**src/rtl/pwd_pkg.sv**
```systemverilog
package pwd_pkg;

    localparam int REG_W      = 8;
    localparam int ADDR_W     = 3;
    localparam int SEL_W      = 6;
    localparam int CNT_W      = 8;
    localparam int STABLE_LEN = 4;
    localparam int MUX_OFS    = 2;

    localparam logic [ADDR_W-1:0] A_LOCK   = 3'd0;
    localparam logic [ADDR_W-1:0] A_EN     = 3'd1;
    localparam logic [ADDR_W-1:0] A_CTRL   = 3'd2;
    localparam logic [ADDR_W-1:0] A_THRESH = 3'd3;
    localparam logic [ADDR_W-1:0] A_PADSEL = 3'd4;
    localparam logic [ADDR_W-1:0] A_CAUSE  = 3'd5;

    typedef enum logic [2:0] {
        TRIG_RISE    = 3'd0,
        TRIG_FALL    = 3'd1,
        TRIG_ANY     = 3'd2,
        TRIG_HOLD_HI = 3'd3,
        TRIG_HOLD_LO = 3'd4
    } trig_mode_e;

    typedef struct packed {
        logic             enable;
        logic [2:0]       mode;
        logic             filt_on;
        logic             src_ded;
        logic [SEL_W-1:0] pad_idx;
        logic [CNT_W-1:0] thresh;
    } wake_cfg_t;

    function automatic logic is_timed(logic [2:0] m);
        return (m == TRIG_HOLD_HI) || (m == TRIG_HOLD_LO);
    endfunction

endpackage

```
**src/rtl/pwd_regs.sv**
```systemverilog
module pwd_regs
    import pwd_pkg::*;
(
    input  logic              clk,
    input  logic              rst,
    input  logic              we,
    input  logic [ADDR_W-1:0] addr,
    input  logic [REG_W-1:0]  wdata,
    input  logic              hit,
    output wake_cfg_t         cfg,
    output logic              lock,
    output logic              cause,
    output logic [REG_W-1:0]  rdata
);

    logic clr_req;
    assign clr_req = we && (addr == A_CAUSE) && !wdata[0];

    always_ff @(posedge clk) begin
        if (rst) begin
            lock  <= 1'b1;
            cfg   <= '0;
            cause <= 1'b0;
        end else begin
            if (we && (addr == A_LOCK) && !wdata[0]) begin
                lock <= 1'b0;
            end
            if (we && lock) begin
                case (addr)
                    A_EN:     cfg.enable  <= wdata[0];
                    A_CTRL: begin
                        cfg.mode    <= wdata[2:0];
                        cfg.filt_on <= wdata[3];
                        cfg.src_ded <= wdata[4];
                    end
                    A_THRESH: cfg.thresh  <= wdata[CNT_W-1:0];
                    A_PADSEL: cfg.pad_idx <= wdata[SEL_W-1:0];
                    default: ;
                endcase
            end
            // a fresh detection outranks a clear in the same cycle
            if (hit) begin
                cause <= 1'b1;
            end else if (clr_req) begin
                cause <= 1'b0;
            end
        end
    end

    always_comb begin
        rdata = '0;
        case (addr)
            A_LOCK:   rdata = REG_W'(lock);
            A_EN:     rdata = REG_W'(cfg.enable);
            A_CTRL:   rdata = REG_W'({cfg.src_ded, cfg.filt_on, cfg.mode});
            A_THRESH: rdata = REG_W'(cfg.thresh);
            A_PADSEL: rdata = REG_W'(cfg.pad_idx);
            A_CAUSE:  rdata = REG_W'(cause);
            default:  rdata = '0;
        endcase
    end

endmodule

```
**src/rtl/pwd_pad_pick.sv**
```systemverilog
module pwd_pad_pick
    import pwd_pkg::*;
#(
    parameter int N_MUX = 16,
    parameter int N_DED = 8
) (
    input  logic             src_ded,
    input  logic [SEL_W-1:0] idx,
    input  logic [N_MUX-1:0] mux_pads,
    input  logic [N_DED-1:0] ded_pads,
    output logic             raw
);

    logic mux_val;
    logic ded_val;

    always_comb begin
        mux_val = (idx == SEL_W'(1));
        for (int i = 0; i < N_MUX; i++) begin
            if (idx == SEL_W'(i + MUX_OFS)) begin
                mux_val = mux_pads[i];
            end
        end
    end

    always_comb begin
        ded_val = 1'b0;
        for (int i = 0; i < N_DED; i++) begin
            if (idx == SEL_W'(i)) begin
                ded_val = ded_pads[i];
            end
        end
    end

    assign raw = src_ded ? ded_val : mux_val;

endmodule

```
**src/rtl/pwd_filter.sv**
```systemverilog
module pwd_filter
    import pwd_pkg::*;
#(
    parameter int LEN = STABLE_LEN
) (
    input  logic clk,
    input  logic rst,
    input  logic raw,
    input  logic filt_on,
    output logic level
);

    localparam int RUN_W   = (LEN > 2) ? $clog2(LEN) : 1;
    localparam int RUN_TOP = LEN - 2;

    logic             prev;
    logic [RUN_W-1:0] run;
    logic             same;

    assign same = (raw == prev);

    always_ff @(posedge clk) begin
        if (rst) begin
            prev  <= 1'b0;
            run   <= '0;
            level <= 1'b0;
        end else begin
            prev <= raw;
            if (!same) begin
                run <= '0;
            end else if (run != RUN_W'(RUN_TOP)) begin
                run <= run + 1'b1;
            end
            if (!filt_on) begin
                level <= raw;
            end else if (same && (run == RUN_W'(RUN_TOP))) begin
                level <= raw;
            end
        end
    end

endmodule

```
**src/rtl/pwd_trigger.sv**
```systemverilog
module pwd_trigger
    import pwd_pkg::*;
(
    input  logic             clk,
    input  logic             rst,
    input  logic             enable,
    input  logic [2:0]       mode,
    input  logic             level,
    input  logic [CNT_W-1:0] thresh,
    output logic             hit
);

    logic             hist;
    logic [CNT_W-1:0] held;
    logic             target;
    logic             at_lvl;
    logic             match;

    assign target = (mode == TRIG_HOLD_HI);
    assign at_lvl = is_timed(mode) && (level == target);

    always_ff @(posedge clk) begin
        if (rst) begin
            hist <= 1'b0;
            held <= '0;
        end else begin
            // history follows the level even while disabled
            hist <= level;
            if (!enable || !at_lvl) begin
                held <= '0;
            end else if (held != '1) begin
                held <= held + 1'b1;
            end
        end
    end

    always_comb begin
        case (mode)
            TRIG_RISE:    match = level && !hist;
            TRIG_FALL:    match = !level && hist;
            TRIG_ANY:     match = level ^ hist;
            TRIG_HOLD_HI,
            TRIG_HOLD_LO: match = at_lvl &&
                                  (({1'b0, held} + 1'b1) >= {1'b0, thresh});
            default:      match = 1'b0;
        endcase
    end

    assign hit = enable && match;

endmodule

```
**src/rtl/pad_wake_detect.sv**
```systemverilog
module pad_wake_detect
    import pwd_pkg::*;
#(
    parameter int N_MUX_PADS = 16,
    parameter int N_DED_PADS = 8
) (
    input  logic                  clk,
    input  logic                  rst,
    input  logic                  cfg_we,
    input  logic [ADDR_W-1:0]     cfg_addr,
    input  logic [REG_W-1:0]      cfg_wdata,
    output logic [REG_W-1:0]      cfg_rdata,
    input  logic [N_MUX_PADS-1:0] mux_pads,
    input  logic [N_DED_PADS-1:0] ded_pads,
    output logic                  wake_req
);

    wake_cfg_t cfg_q;
    logic      lock_q;
    logic      cause_q;
    logic      raw_lvl;
    logic      filt_lvl;
    logic      hit;

    pwd_regs u_regs (
        .clk   (clk),
        .rst   (rst),
        .we    (cfg_we),
        .addr  (cfg_addr),
        .wdata (cfg_wdata),
        .hit   (hit),
        .cfg   (cfg_q),
        .lock  (lock_q),
        .cause (cause_q),
        .rdata (cfg_rdata)
    );

    pwd_pad_pick #(
        .N_MUX (N_MUX_PADS),
        .N_DED (N_DED_PADS)
    ) u_pick (
        .src_ded  (cfg_q.src_ded),
        .idx      (cfg_q.pad_idx),
        .mux_pads (mux_pads),
        .ded_pads (ded_pads),
        .raw      (raw_lvl)
    );

    pwd_filter #(
        .LEN (STABLE_LEN)
    ) u_filt (
        .clk     (clk),
        .rst     (rst),
        .raw     (raw_lvl),
        .filt_on (cfg_q.filt_on),
        .level   (filt_lvl)
    );

    pwd_trigger u_trig (
        .clk    (clk),
        .rst    (rst),
        .enable (cfg_q.enable),
        .mode   (cfg_q.mode),
        .level  (filt_lvl),
        .thresh (cfg_q.thresh),
        .hit    (hit)
    );

    assign wake_req = cause_q;

endmodule

```
**config.mk**
```make
export PLATFORM = sky130hd
export DESIGN_NAME = pad_wake_detect
export DESIGN_NICKNAME = d
export VERILOG_FILES = /design/src/rtl/pwd_pkg.sv /design/src/rtl/pwd_regs.sv /design/src/rtl/pwd_pad_pick.sv /design/src/rtl/pwd_filter.sv /design/src/rtl/pwd_trigger.sv /design/src/rtl/pad_wake_detect.sv
export SDC_FILE = /design/constraint.sdc
export NUM_CORES = 1
export LEC_CHECK = 0
export ABC_AREA = 0
export BUFFER_PORTS_ARGS = -buffer_cell sky130_fd_sc_hd__buf_2
export CAP_MARGIN = 40
export CORE_UTILIZATION = 48
export DETAILED_ROUTE_END_ITERATION = 16
export PLACE_DENSITY = 0.71
export SYNTH_ARGS = -nofsm -noshare
export SYNTH_HDL_FRONTEND = slang
export SYNTH_HIERARCHICAL = 1
export SYNTH_SLANG_ARGS = --single-unit
```
**constraint.sdc**
```tcl
create_clock -name clk -period 3.92 [get_ports clk]
set_input_delay 0.196 -clock clk [delete_from_list [all_inputs] [get_ports clk]]
set_output_delay 0.196 -clock clk [all_outputs]
set_load 0.02 [all_outputs]
```
==> impl_results.md <==
* Register area share after synthesis at 0.293
* Crit-path max FO at 24
* Port bufs at 46
* Post-CTS sizing at 0
* Static leakage at about 1.1 nW
* Postcts setup bufs at 0
* Peak supply drop at 0.173 mV
* Post-synth ARST share at 0
* Worst Setup End Kind: flop
* Initial antenna violation count at 0
* Critical Path Start: u_regs/cfg[8]
* 1st-pass router iterations at 4
* Crit Path Category: reg2reg
* Remaining DRCs at 0
* Ys Warns at 6
* Worst rel slew slack at 0.490
* Die Area at 5260 µm²
* RSZ-0062 raised after global routing: false
* Post-DP HPWL at 3830 µm
* Pin count of the biggest net entering global routing at 36
* EDFF count, synth at 0
* Max-slew violations at 0
* End of the critical path: u_filt/level
* Reg2reg setup slack at 1.58 ns
* Chip height at 72.6 µm
* Sink Count at 35
* Syn Inst Count at 281
* FF-to-FF Start: u_regs/cfg[8]
* Pwr per Cell Area at 280 nW/µm²
* Top_reg_cell synth: dfxtp_1
* Filler instances at 470
* Layout cells sized above 1 at 0.189
* First-pass GRT wire length at 8360 µm
* Top cells by area, synth: dfxtp_1, mux2i_1, nand2b_1
* Grt ovf at 0
* Routed Antenna Nets at 0
* Hold WS at 0.165 ns
* Total Routed Length at 5120 µm
* CTS tree: built
* Tot Pwr at 0.000754 W
* Vias per cell at about 5.2
* Htree depth at 2
* Area Growth Syn to Fin at 12.8%
* Final Hold Fails at 0
* Routability Congestion at around 0.80
* Max_cap viols at 0
* Via Count at 2043
* Drt wl/cell at 13.1 µm
* Final Setup Violations at 0
* CTS Root Cell: clkbuf_8
* Status: finished, final reports clean
* Tcrit/Tclk final at 0.598
* Worst slew pin tran at 0.764 ns
* Number of synthesized register bits at 35
* CP Data Arrival Time at 2.49 ns
* Top cells by count, synth: dfxtp_1, nand2b_1, mux2i_1
* Initial Util at 0.503
* Top-area cell type share of the netlist area at 0.293
* Critical Path Source Type: flop
* Syn Nets at ~330
* Cell depth of the worst flop-to-flop path at 8
* Yosys top cell by area: dfxtp_1
* Clock Tree Buf Depth at 2
* Max Clock Skew at around 0.0032 ns
* Min-Delay Path Class: in2reg
* Rows at 25
* Inserted Clock Buffers at 5
* Skew-Pair Late Insertion Delay at around 0.28 ns
* Total track usage at 0.205
* Critical Path RT at 4.07 ns
* Hold Buf Count CTS at 0
* Die W at 72.6 µm
* Fmax at 0.427 GHz
* Library cells used by synthesis at 48
* Synthesized area per cell at 8.50 µm²
* Synthesized area at 2390 µm²
* # diodes at 0
* IO Pins at 47
* Placeable Area at 4750 µm²
* Initial DRC count at about 130
* Vias in the first global route at around 1.9k
* Clk slew on worst S/H paths at roughly 0.070 ns
* Minimum clock period after layout at 2.34 ns
* NumNets Final at 372
* Setup TNS Final at 0 ns
* Critical R2R Capture: u_filt/level
==> sequential cells by signal, summed over array words and instances (netlist names) <==
name          count
u_regs/cause      1
u_filt/level      1
u_filt/run        2
u_trig/held       8
u_filt/prev       1
u_regs/cfg       20
u_regs/lock       1
u_trig/hist       1
==> power breakdown <==
part	switching, W	leakage (nW)	internal (W)	total, W
combinational	0.0000590	0.802	0.0000570	0.000116
clock	0.000127	0.0422	0.000125	0.000251
sequential	0.0000152	0.283	0.000372	0.000387
total	0.000201	1.13	0.000554	0.000754
==> worst min path at each step <==
stage,start,depth (start not counted),end
after floorplan,rst,1,u_trig/hist
after global placement,u_filt/prev,2,u_filt/level
after detailed placement,cfg_wdata[7],3,u_regs/cfg[7]
after CTS,cfg_wdata[7],3,u_regs/cfg[7]
after global routing,cfg_wdata[7],3,u_regs/cfg[7]
final,cfg_wdata[7],3,u_regs/cfg[7]
==> per-stage QoR <==
| stage | std cells | util | worst slack (ns) | area, µm² |
|---|---|---|---|---|
| 2_1_floorplan | 281 | - | 1.85 | 2390 |
| 3_3_place_gp | 382 | 0.550 | 1.69 | 2620 |
| 3_5_place_dp | 382 | 0.550 | 1.61 | 2620 |
| 4_1_cts | 390 | 0.567 | 1.60 | 2700 |
| 5_1_grt | 390 | 0.567 | 1.32 | 2700 |
| 6_report | 390 | 0.567 | 1.58 | 2700 |
==> worst max-delay path, stage by stage, from the launching register on <==
cell,delay (ns)
dfxtp_1,0.82
and4bb_2,0.34
a211oi_1,0.07
o21ai_0,0.20
o211ai_1,0.12
a31o_1,0.29
a22o_1,0.25
nand2_1,0.07
a21oi_1,0.06
==> metal layers <==
metal	vias up	share of wire	track usage
met3	2	0.055	0.0569
met2	56	0.47	0.342
met4	0	0.0041	0.0458
li1	1058	-	-
met5	-	0	0
met1	927	0.47	0.264
==> cell type report <==
cell class | instances | area (µm²) | area share
multi-input cells | 215 | 1530 | 0.567
flip-flops and latches | 35 | 701 | 0.260
repair buffers | 46 | 230 | 0.0854
well taps | 67 | 83.8 | 0.0311
clock buffers | 7 | 76.3 | 0.0283
inverters | 19 | 71.3 | 0.0265
clock inverters | 1 | 5.00 | 0.00186
==> kinds of logic (layout without fill, tap and decap cells) <==
group	Yosys count	in the layout	share of synthesized area
multiplexers	33	33	0.143
AND/OR/NAND/NOR	112	112	0.269
XOR/XNOR	9	9	0.0330
buffers and inverters	31	73	0.0670
adder cells (fa/ha/maj)	12	12	0.0628
AO/OA/AOI/OAI	49	49	0.131
flip-flops	35	35	0.293
==> cells in the final DEF (no fill, tap or decap), types with 7 or more instances in the layout <==
cell type	count
xnor2_1	7
a21oi_1	15
dfxtp_1	35
mux2i_1	32
nor2_1	16
o21ai_0	12
nand2_1	18
buf_2	46
inv_1	18
nand2b_1	35
ha_1	12
nor2b_1	8
Note: power is estimated with default switching activity, not from simulation.
